**src/rtl/ise_pkg.sv**
```systemverilog
// Shared constants and types for the hierarchical interrupt status encoder.
// Assumes a 32-bit configuration data path and a fixed status word layout.
package ise_pkg;

    localparam int CFG_W  = 32;
    localparam int CFG_AW = 3;
    localparam int STAT_W = 32;

    // Status word field positions (software decodes these)
    localparam int CRIT_FLAG_BIT = 10;
    localparam int CRIT_IDX_LSB  = 8;
    localparam int CRIT_IDX_W    = 2;
    localparam int MAIN_FLAG_BIT = 21;
    localparam int MAIN_IDX_LSB  = 16;
    localparam int MAIN_IDX_W    = 5;
    localparam int PER_FLAG_BIT  = 29;
    localparam int PER_IDX_LSB   = 24;
    localparam int PER_IDX_W     = 5;

    localparam int CODE_IDX_W = 5;
    localparam int CODE_CLS_W = 3;
    localparam int CODE_W     = CODE_CLS_W + CODE_IDX_W;

    // Configuration targets
    localparam logic [CFG_AW-1:0] CFG_CRIT_MASK = 3'd0;
    localparam logic [CFG_AW-1:0] CFG_MAIN_MASK = 3'd1;
    localparam logic [CFG_AW-1:0] CFG_PER_MASK  = 3'd2;
    localparam logic [CFG_AW-1:0] CFG_SUB_MASK  = 3'd3;
    localparam logic [CFG_AW-1:0] CFG_SUB_CLEAR = 3'd4;

    typedef enum logic [CODE_CLS_W-1:0] {
        WIN_NONE    = 3'd0,
        WIN_CRIT    = 3'd1,
        WIN_MAIN    = 3'd2,
        WIN_PERIPH  = 3'd3,
        WIN_CASCADE = 3'd4
    } win_class_e;

    // Data bit that holds the mask of source src: reversed up to rev_top, direct above it
    function automatic int mask_pos(int src, int rev_top);
        return (src <= rev_top) ? (rev_top - src) : src;
    endfunction

    // All data bits that belong to a class of n sources
    function automatic logic [CFG_W-1:0] class_bits(int n, int rev_top);
        logic [CFG_W-1:0] m;
        m = '0;
        for (int s = 0; s < n; s++) m[mask_pos(s, rev_top)] = 1'b1;
        return m;
    endfunction

endpackage

```
**src/rtl/ise_first_set.sv**
```systemverilog
// Lowest-index finder: reports whether any bit of vec_i is set and the
// index of the lowest set bit (0 when none). Purely combinational.
module ise_first_set #(
    parameter int N  = 8,
    parameter int IW = 3
) (
    input  logic [N-1:0]  vec_i,
    output logic          any_o,
    output logic [IW-1:0] idx_o
);

    // Scan from the top so the lowest set bit is the last to assign
    always_comb begin
        any_o = |vec_i;
        idx_o = '0;
        for (int i = N - 1; i >= 0; i--) begin
            if (vec_i[i]) idx_o = IW'(i);
        end
    end

endmodule

```
**src/rtl/ise_class_lane.sv**
```systemverilog
// One request class: holds the disable mask (stored per source, written from
// bit-reversed data positions) and picks the lowest enabled pending source.
// Assumes req_i is already registered by the caller.
module ise_class_lane
    import ise_pkg::*;
#(
    parameter int N       = 4,
    parameter int REV_TOP = 3,
    parameter int IW      = 2
) (
    input  logic             clk,
    input  logic             rst_n,
    input  logic [N-1:0]     req_i,
    input  logic             mask_we_i,
    input  logic [CFG_W-1:0] mask_wdata_i,
    output logic             hit_o,
    output logic [IW-1:0]    idx_o
);

    localparam logic [CFG_W-1:0] OWN_BITS = class_bits(N, REV_TOP);

    logic [N-1:0] mask_q;
    logic [N-1:0] live;
    logic         unused_wbits;

    // Data bits outside this class carry no state
    assign unused_wbits = ^(mask_wdata_i & ~OWN_BITS);

    // Mask register: reset disables all, writes pick each source's reversed bit
    always_ff @(posedge clk) begin
        if (!rst_n) begin
            mask_q <= '1;
        end else if (mask_we_i) begin
            for (int s = 0; s < N; s++) mask_q[s] <= mask_wdata_i[mask_pos(s, REV_TOP)];
        end
    end

    // Per-source gating of requests by the mask
    for (genvar g = 0; g < N; g++) begin : g_gate
        assign live[g] = req_i[g] & ~mask_q[g];
    end

    ise_first_set #(.N(N), .IW(IW)) u_pick (
        .vec_i (live),
        .any_o (hit_o),
        .idx_o (idx_o)
    );

endmodule

```
**src/rtl/ise_cascade.sv**
```systemverilog
// Cascaded sub-controller: sticky pending bits set by events and cleared by
// write-one-to-clear, a mask of its own, a summary and the lowest enabled bit.
// A set and a clear of one bit in the same cycle leave it set.
module ise_cascade
    import ise_pkg::*;
#(
    parameter int N  = 32,
    parameter int IW = 5
) (
    input  logic             clk,
    input  logic             rst_n,
    input  logic [N-1:0]     evt_i,
    input  logic             clr_we_i,
    input  logic             mask_we_i,
    input  logic [CFG_W-1:0] wdata_i,
    output logic [N-1:0]     pend_o,
    output logic             sum_o,
    output logic [IW-1:0]    idx_o
);

    logic [N-1:0] pend_q;
    logic [N-1:0] smask_q;
    logic [N-1:0] clr_bits;

    assign clr_bits = clr_we_i ? wdata_i[N-1:0] : '0;

    // Pending bits: clear by ones first, then events set (set wins)
    always_ff @(posedge clk) begin
        if (!rst_n) pend_q <= '0;
        else        pend_q <= (pend_q & ~clr_bits) | evt_i;
    end

    // Cascade mask: reset disables all bits
    always_ff @(posedge clk) begin
        if (!rst_n)         smask_q <= '1;
        else if (mask_we_i) smask_q <= wdata_i[N-1:0];
    end

    assign pend_o = pend_q;

    ise_first_set #(.N(N), .IW(IW)) u_pick (
        .vec_i (pend_q & ~smask_q),
        .any_o (sum_o),
        .idx_o (idx_o)
    );

endmodule

```
**src/rtl/irq_status_encoder.sv**
```systemverilog
// Hierarchical interrupt status encoder top. Registers the request inputs,
// keeps three class lanes and the cascade, and forms the status word, the
// single-winner code and the interrupt line. Outputs are combinational from
// registered state, so every change appears one clock edge later.
module irq_status_encoder
    import ise_pkg::*;
#(
    parameter int CRIT_N   = 4,
    parameter int MAIN_N   = 17,
    parameter int PER_N    = 32,
    parameter int SUB_N    = 32,
    parameter int CRIT_REV = 3,
    parameter int MAIN_REV = 15,
    parameter int PER_REV  = 31
) (
    input  logic                 clk,
    input  logic                 rst_n,
    input  logic [CRIT_N-1:0]    crit_req_i,
    input  logic [MAIN_N-1:0]    main_req_i,
    input  logic [PER_N-1:1]     per_req_i,
    input  logic [SUB_N-1:0]     sub_evt_i,
    input  logic                 cfg_we_i,
    input  logic [CFG_AW-1:0]    cfg_addr_i,
    input  logic [CFG_W-1:0]     cfg_wdata_i,
    output logic [STAT_W-1:0]    status_o,
    output logic [CODE_W-1:0]    irq_code_o,
    output logic                 irq_o
);

    localparam int CRIT_IW = $clog2(CRIT_N);
    localparam int MAIN_IW = $clog2(MAIN_N);
    localparam int PER_IW  = $clog2(PER_N);
    localparam int SUB_IW  = $clog2(SUB_N);

    logic [CRIT_N-1:0] crit_q;
    logic [MAIN_N-1:0] main_q;
    logic [PER_N-1:1]  per_q;

    logic               crit_hit, main_hit, per_hit, sub_sum;
    logic [CRIT_IW-1:0] crit_idx;
    logic [MAIN_IW-1:0] main_idx;
    logic [PER_IW-1:0]  per_idx;
    logic [SUB_IW-1:0]  sub_idx;
    logic [SUB_N-1:0]   sub_pend;

    win_class_e             win_cls;
    logic [CODE_IDX_W-1:0]  win_idx;

    // Request capture: one register stage for all external requests
    always_ff @(posedge clk) begin
        if (!rst_n) begin
            crit_q <= '0;
            main_q <= '0;
            per_q  <= '0;
        end else begin
            crit_q <= crit_req_i;
            main_q <= main_req_i;
            per_q  <= per_req_i;
        end
    end

    ise_class_lane #(.N(CRIT_N), .REV_TOP(CRIT_REV), .IW(CRIT_IW)) u_crit (
        .clk          (clk),
        .rst_n        (rst_n),
        .req_i        (crit_q),
        .mask_we_i    (cfg_we_i && cfg_addr_i == CFG_CRIT_MASK),
        .mask_wdata_i (cfg_wdata_i),
        .hit_o        (crit_hit),
        .idx_o        (crit_idx)
    );

    ise_class_lane #(.N(MAIN_N), .REV_TOP(MAIN_REV), .IW(MAIN_IW)) u_main (
        .clk          (clk),
        .rst_n        (rst_n),
        .req_i        (main_q),
        .mask_we_i    (cfg_we_i && cfg_addr_i == CFG_MAIN_MASK),
        .mask_wdata_i (cfg_wdata_i),
        .hit_o        (main_hit),
        .idx_o        (main_idx)
    );

    ise_class_lane #(.N(PER_N), .REV_TOP(PER_REV), .IW(PER_IW)) u_per (
        .clk          (clk),
        .rst_n        (rst_n),
        .req_i        ({per_q, sub_sum}),
        .mask_we_i    (cfg_we_i && cfg_addr_i == CFG_PER_MASK),
        .mask_wdata_i (cfg_wdata_i),
        .hit_o        (per_hit),
        .idx_o        (per_idx)
    );

    ise_cascade #(.N(SUB_N), .IW(SUB_IW)) u_cascade (
        .clk       (clk),
        .rst_n     (rst_n),
        .evt_i     (sub_evt_i),
        .clr_we_i  (cfg_we_i && cfg_addr_i == CFG_SUB_CLEAR),
        .mask_we_i (cfg_we_i && cfg_addr_i == CFG_SUB_MASK),
        .wdata_i   (cfg_wdata_i),
        .pend_o    (sub_pend),
        .sum_o     (sub_sum),
        .idx_o     (sub_idx)
    );

    // Status word assembly: each class fills only its own fields
    always_comb begin
        status_o = '0;
        status_o[CRIT_FLAG_BIT] = crit_hit;
        status_o[MAIN_FLAG_BIT] = main_hit;
        status_o[PER_FLAG_BIT]  = per_hit;
        status_o[CRIT_IDX_LSB +: CRIT_IDX_W] = crit_hit ? CRIT_IDX_W'(crit_idx) : '0;
        status_o[MAIN_IDX_LSB +: MAIN_IDX_W] = main_hit ? MAIN_IDX_W'(main_idx) : '0;
        status_o[PER_IDX_LSB  +: PER_IDX_W]  = per_hit  ? PER_IDX_W'(per_idx)   : '0;
    end

    // Single winner: fixed class rank, cascade resolved behind peripheral 0
    always_comb begin
        win_cls = WIN_NONE;
        win_idx = '0;
        if (crit_hit) begin
            win_cls = WIN_CRIT;
            win_idx = CODE_IDX_W'(crit_idx);
        end else if (main_hit) begin
            win_cls = WIN_MAIN;
            win_idx = CODE_IDX_W'(main_idx);
        end else if (per_hit) begin
            if (per_idx == '0) begin
                win_cls = WIN_CASCADE;
                win_idx = CODE_IDX_W'(sub_idx);
            end else begin
                win_cls = WIN_PERIPH;
                win_idx = CODE_IDX_W'(per_idx);
            end
        end
    end

    assign irq_code_o = {win_cls, win_idx};

    // Interrupt line: any class with an enabled request
    assign irq_o = crit_hit | main_hit | per_hit;

endmodule

```
**config.mk**
```make
export PLATFORM = sky130hd
export DESIGN_NAME = irq_status_encoder
export DESIGN_NICKNAME = d
export VERILOG_FILES = /design/src/rtl/ise_pkg.sv /design/src/rtl/ise_first_set.sv /design/src/rtl/ise_class_lane.sv /design/src/rtl/ise_cascade.sv /design/src/rtl/irq_status_encoder.sv
export SDC_FILE = /design/constraint.sdc
export NUM_CORES = 1
export LEC_CHECK = 0
export CAP_MARGIN = 20
export CORE_UTILIZATION = 28
export CTS_CLUSTER_DIAMETER = 50
export DETAILED_ROUTE_END_ITERATION = 10
export PLACE_DENSITY = 0.56
export SLEW_MARGIN = 0
export SYNTH_ARGS = -nofsm -noshare
export SYNTH_HDL_FRONTEND = slang
export SYNTH_SLANG_ARGS = --single-unit
```
**constraint.sdc**
```tcl
create_clock -name clk -period 3 [get_ports clk]
set_clock_uncertainty 0.15 [all_clocks]
set_input_delay 0.6 -clock clk [delete_from_list [all_inputs] [get_ports clk]]
set_output_delay 0.6 -clock clk [all_outputs]
set_load 0.005 [all_outputs]
```
==> flow_summary_export.csv <==
group,metric,value,unit
global_routing,antenna_found_initial,0,
global_routing,grt.overflow.total,0,
floorplan,die-width,165.5,um
clock_tree,clkLatencyLatePin,430,ps
detailed_routing,drtPass1Iterations,8,
yosys,ys_types,59,
detailed_routing,wirelength,25320,um
placed_design,place_hpwl,18140,um
critical_path,slowest_stage,"or4_4",
critical_path,path_delay_family,"simple AND/OR/NAND/NOR gates",
critical_path,cp_num_buf_inv,2,
critical_path,path_class,"flop to primary output",
sta,fin_ws,-512.2,ps
clock_tree,clk_pin_slew,60,ps
placed_design,portBuffers,145,
placed_design,pre_cts_slack,-457.3,ps
critical_path,crit_chain,"nor2b_1 -> or4_4 -> or2_4 -> nor4_4 -> nor3_4 -> a211oi_4 -> buf_4 -> o21ai_4 -> buf_2",
detailed_routing,vias,7194,
sta,finalMaxSlewViolations,0,
floorplan,coreArea,26130,um2
yosys,synth_warnings,0,
floorplan,std_cell_rows,59,
sta,post-route-min-period,3512,ps
critical_path,cp.arrival,2760,ps
finish,diodes,0,
detailed_routing,drc_errors,23,
critical_path,cp-end-kind,"primary output",
yosys,synthFlopType,"dfxtp_1",
yosys,synth_area,7482,um2
yosys,post_synth_inst_count,932,
yosys,synth_edf_count,0,
clock_tree,cts_inserted_buffers,17,
critical_path,critical_path_cell_count,9,
clock_tree,cts_tree,"built",
floorplan,die_y,165.5,um
sta,setup_viol,15,
sta,hold_violations,0,
clock_tree,htreeDepth,4,
pwr,leakagePower,0.005164,uW
global_routing,grt_max_degree,61,
floorplan,initial_core_util,28.63,%
finish,layout_common_cells,"nand2_1, dfxtp_1, buf_4",
finish,layout-drive-gt1-share,24.61,%
sta,relSlewSlack,59.97,%
sta,min_period_over_period,117.1,%
hold_path,holdPathStages,2,
clock_tree,clockBufferDepth,2,
job,drv_cap,0,
global_routing,grt.total_usage,18.79,%
detailed_routing,viasPerCell,4.594,
floorplan,io_pins,163,
sta,hold_ws,309.3,ps
detailed_routing,ant_nets,0,
detailed_routing,wl_per_cell,16.17,um
hold_path,hp-start,"u_per.mask_q[11]$_SDFFE_PN1P_",
yosys,async_reset_ff_share,0,%
placed_design,place_congestion,0.8545,
yosys,ys_seq_elements,169,
critical_path,critPathLaunch,"per_q[12]$_SDFF_PN0_",
critical_path,r2r_cells,3,
global_routing,grt_pass1_wl,38500,um
outcome,outcome,"finished, violations left",
critical_path,crit_path_max_incr_delay,540,ps
clock_tree,cts-root-buf,"clkbuf_16",
finish,area_growth_syn_to_layout,53.09,%
pwr,power_density,488.8,nW/um2
critical_path,r2r_start,"u_cascade.pend_o[31]$_SDFF_PN0_",
clock_tree,hold_buffers,0,
sta,tightest_slew,600.5,ps
clock_tree,clock-sinks,169,
critical_path,cp.required,2250,ps
yosys,synth_area_per_cell,8.028,um2
finish,fillCellCount,2570,
floorplan,dieArea,27380,um2
yosys,yosysSeqAreaShare,45.22,%
hold_path,hold_path.class,"flop to flop",
critical_path,cp-start-kind,"flop",
pwr,ir_drop,0.3445,mV
sta,fmax,284.7,MHz
global_routing,grt_pass1_vias,7102,
outcome,violations,"DRC, setup timing",
detailed_routing,dr.first_iter.drc_count,460,
sta,grt_setup_unrepaired,"true",
finish,nets,1341,
critical_path,worst-path-max-fanout,3,
finish,final_common_cell,"nand2_1",
per-layer routing:
metal / vias up / global-route usage (%) / routed length, um
li1: 3641 / - / -
met1: 3347 / 24.96 / 11830
met2: 174 / 30.47 / 11810
met3: 32 / 3.172 / 1091
met4: 0 / 6.694 / 590
met5: - / 0 / 0
through the flow:
step	instances	setup TNS, ps	util [%]	instance area [um2]	power, uW
floorplan	948	0	-	7542	2814
global placement	1498	-2661	38.76	10130	3332
detailed placement	1498	-3149	38.76	10130	3334
CTS	1558	-3545	43.31	11320	5593
global route	1566	-6392	43.83	11450	5819
finish	1566	-4596	43.83	11450	5599
registers in the layout, indices dropped and copies added, names as in the netlist:
register	cells
u_cascade.pend_o	32
u_per.mask_q	32
per_q	31
u_crit.mask_q	4
u_main.mask_q	17
crit_q	4
u_cascade.smask_q	32
main_q	17
cell usage after synthesis (all sizes together) (2+ instances only):
cell type	count	area (um2)
o21ai	19	95.09
or3	2	17.52
nor2b	70	437.9
a21oi	50	250.2
a21o	4	30.03
nand4	10	62.56
inv	19	71.32
a211oi	8	65.06
nand3b	2	27.53
o2111ai	2	17.52
nand2	216	810.8
nor4	5	91.34
and2	54	337.8
or2	4	27.53
or4	2	22.52
o31ai	5	51.30
clkbuf	39	146.4
o211ai	16	125.1
a311oi	2	17.52
dfxtp	169	3383
o311ai	2	17.52
a31oi	11	83.83
nand2b	57	364.1
buf	23	165.2
nor3	13	81.33
and3	3	18.77
nand3	84	432.9
nor2	25	93.84
layout make-up:
cell class,count,area (um2),area share [%]
sequential,169,3395,29.63
clock buffer,23,457.9,3.998
tap,335,419.2,3.659
inverter,19,80.08,0.6991
timing repair buffer,314,2783,24.29
multi-input combinational,698,4223,36.87
clock inverter,8,97.59,0.8520
report_power, final:
group	switching (uW)	internal, uW	leakage (uW)	total, uW
clock network	892	1240	0.000263	2130
logic	474	576	0.00351	1050
registers	62.9	2350	0.00139	2420
total	1430	4170	0.00516	5600
cells by family (layout without fill, tap and decap cells):
| family | after synthesis | count (layout) | share of synthesized area (%) |
|---|---|---|---|
| other | 1 | 17 | 0.05012 |
| AOI/OAI and AO/OA | 129 | 129 | 11.25 |
| buffers and inverters | 81 | 364 | 5.117 |
| and+or+nand+nor | 552 | 552 | 38.36 |
| DFF | 169 | 169 | 45.22 |
tightest hold or removal path: cells and delay by family (launching register included):
kind          cells  cell delay (ps)
flops             1              320
simple gates      2              110
worst paths after layout:
| check | end | slack [ps] |
|---|---|---|
| max reg2reg | u_cascade.pend_o[31]$_SDFF_PN0_ | 2080 |
| min reg2reg | u_per.mask_q[11]$_SDFFE_PN1P_ | 310 |
| min | u_per.mask_q[11]$_SDFFE_PN1P_ | 310 |
| max | irq_code_o[5] | -510 |
what timing repair did:
item                       4_1_cts  5_1_grt
resized for setup              173       22
setup endpoints to repair       21       20
pin swaps                       28       17
setup buffers                   34       12
Power figures use the tool's default switching activity.
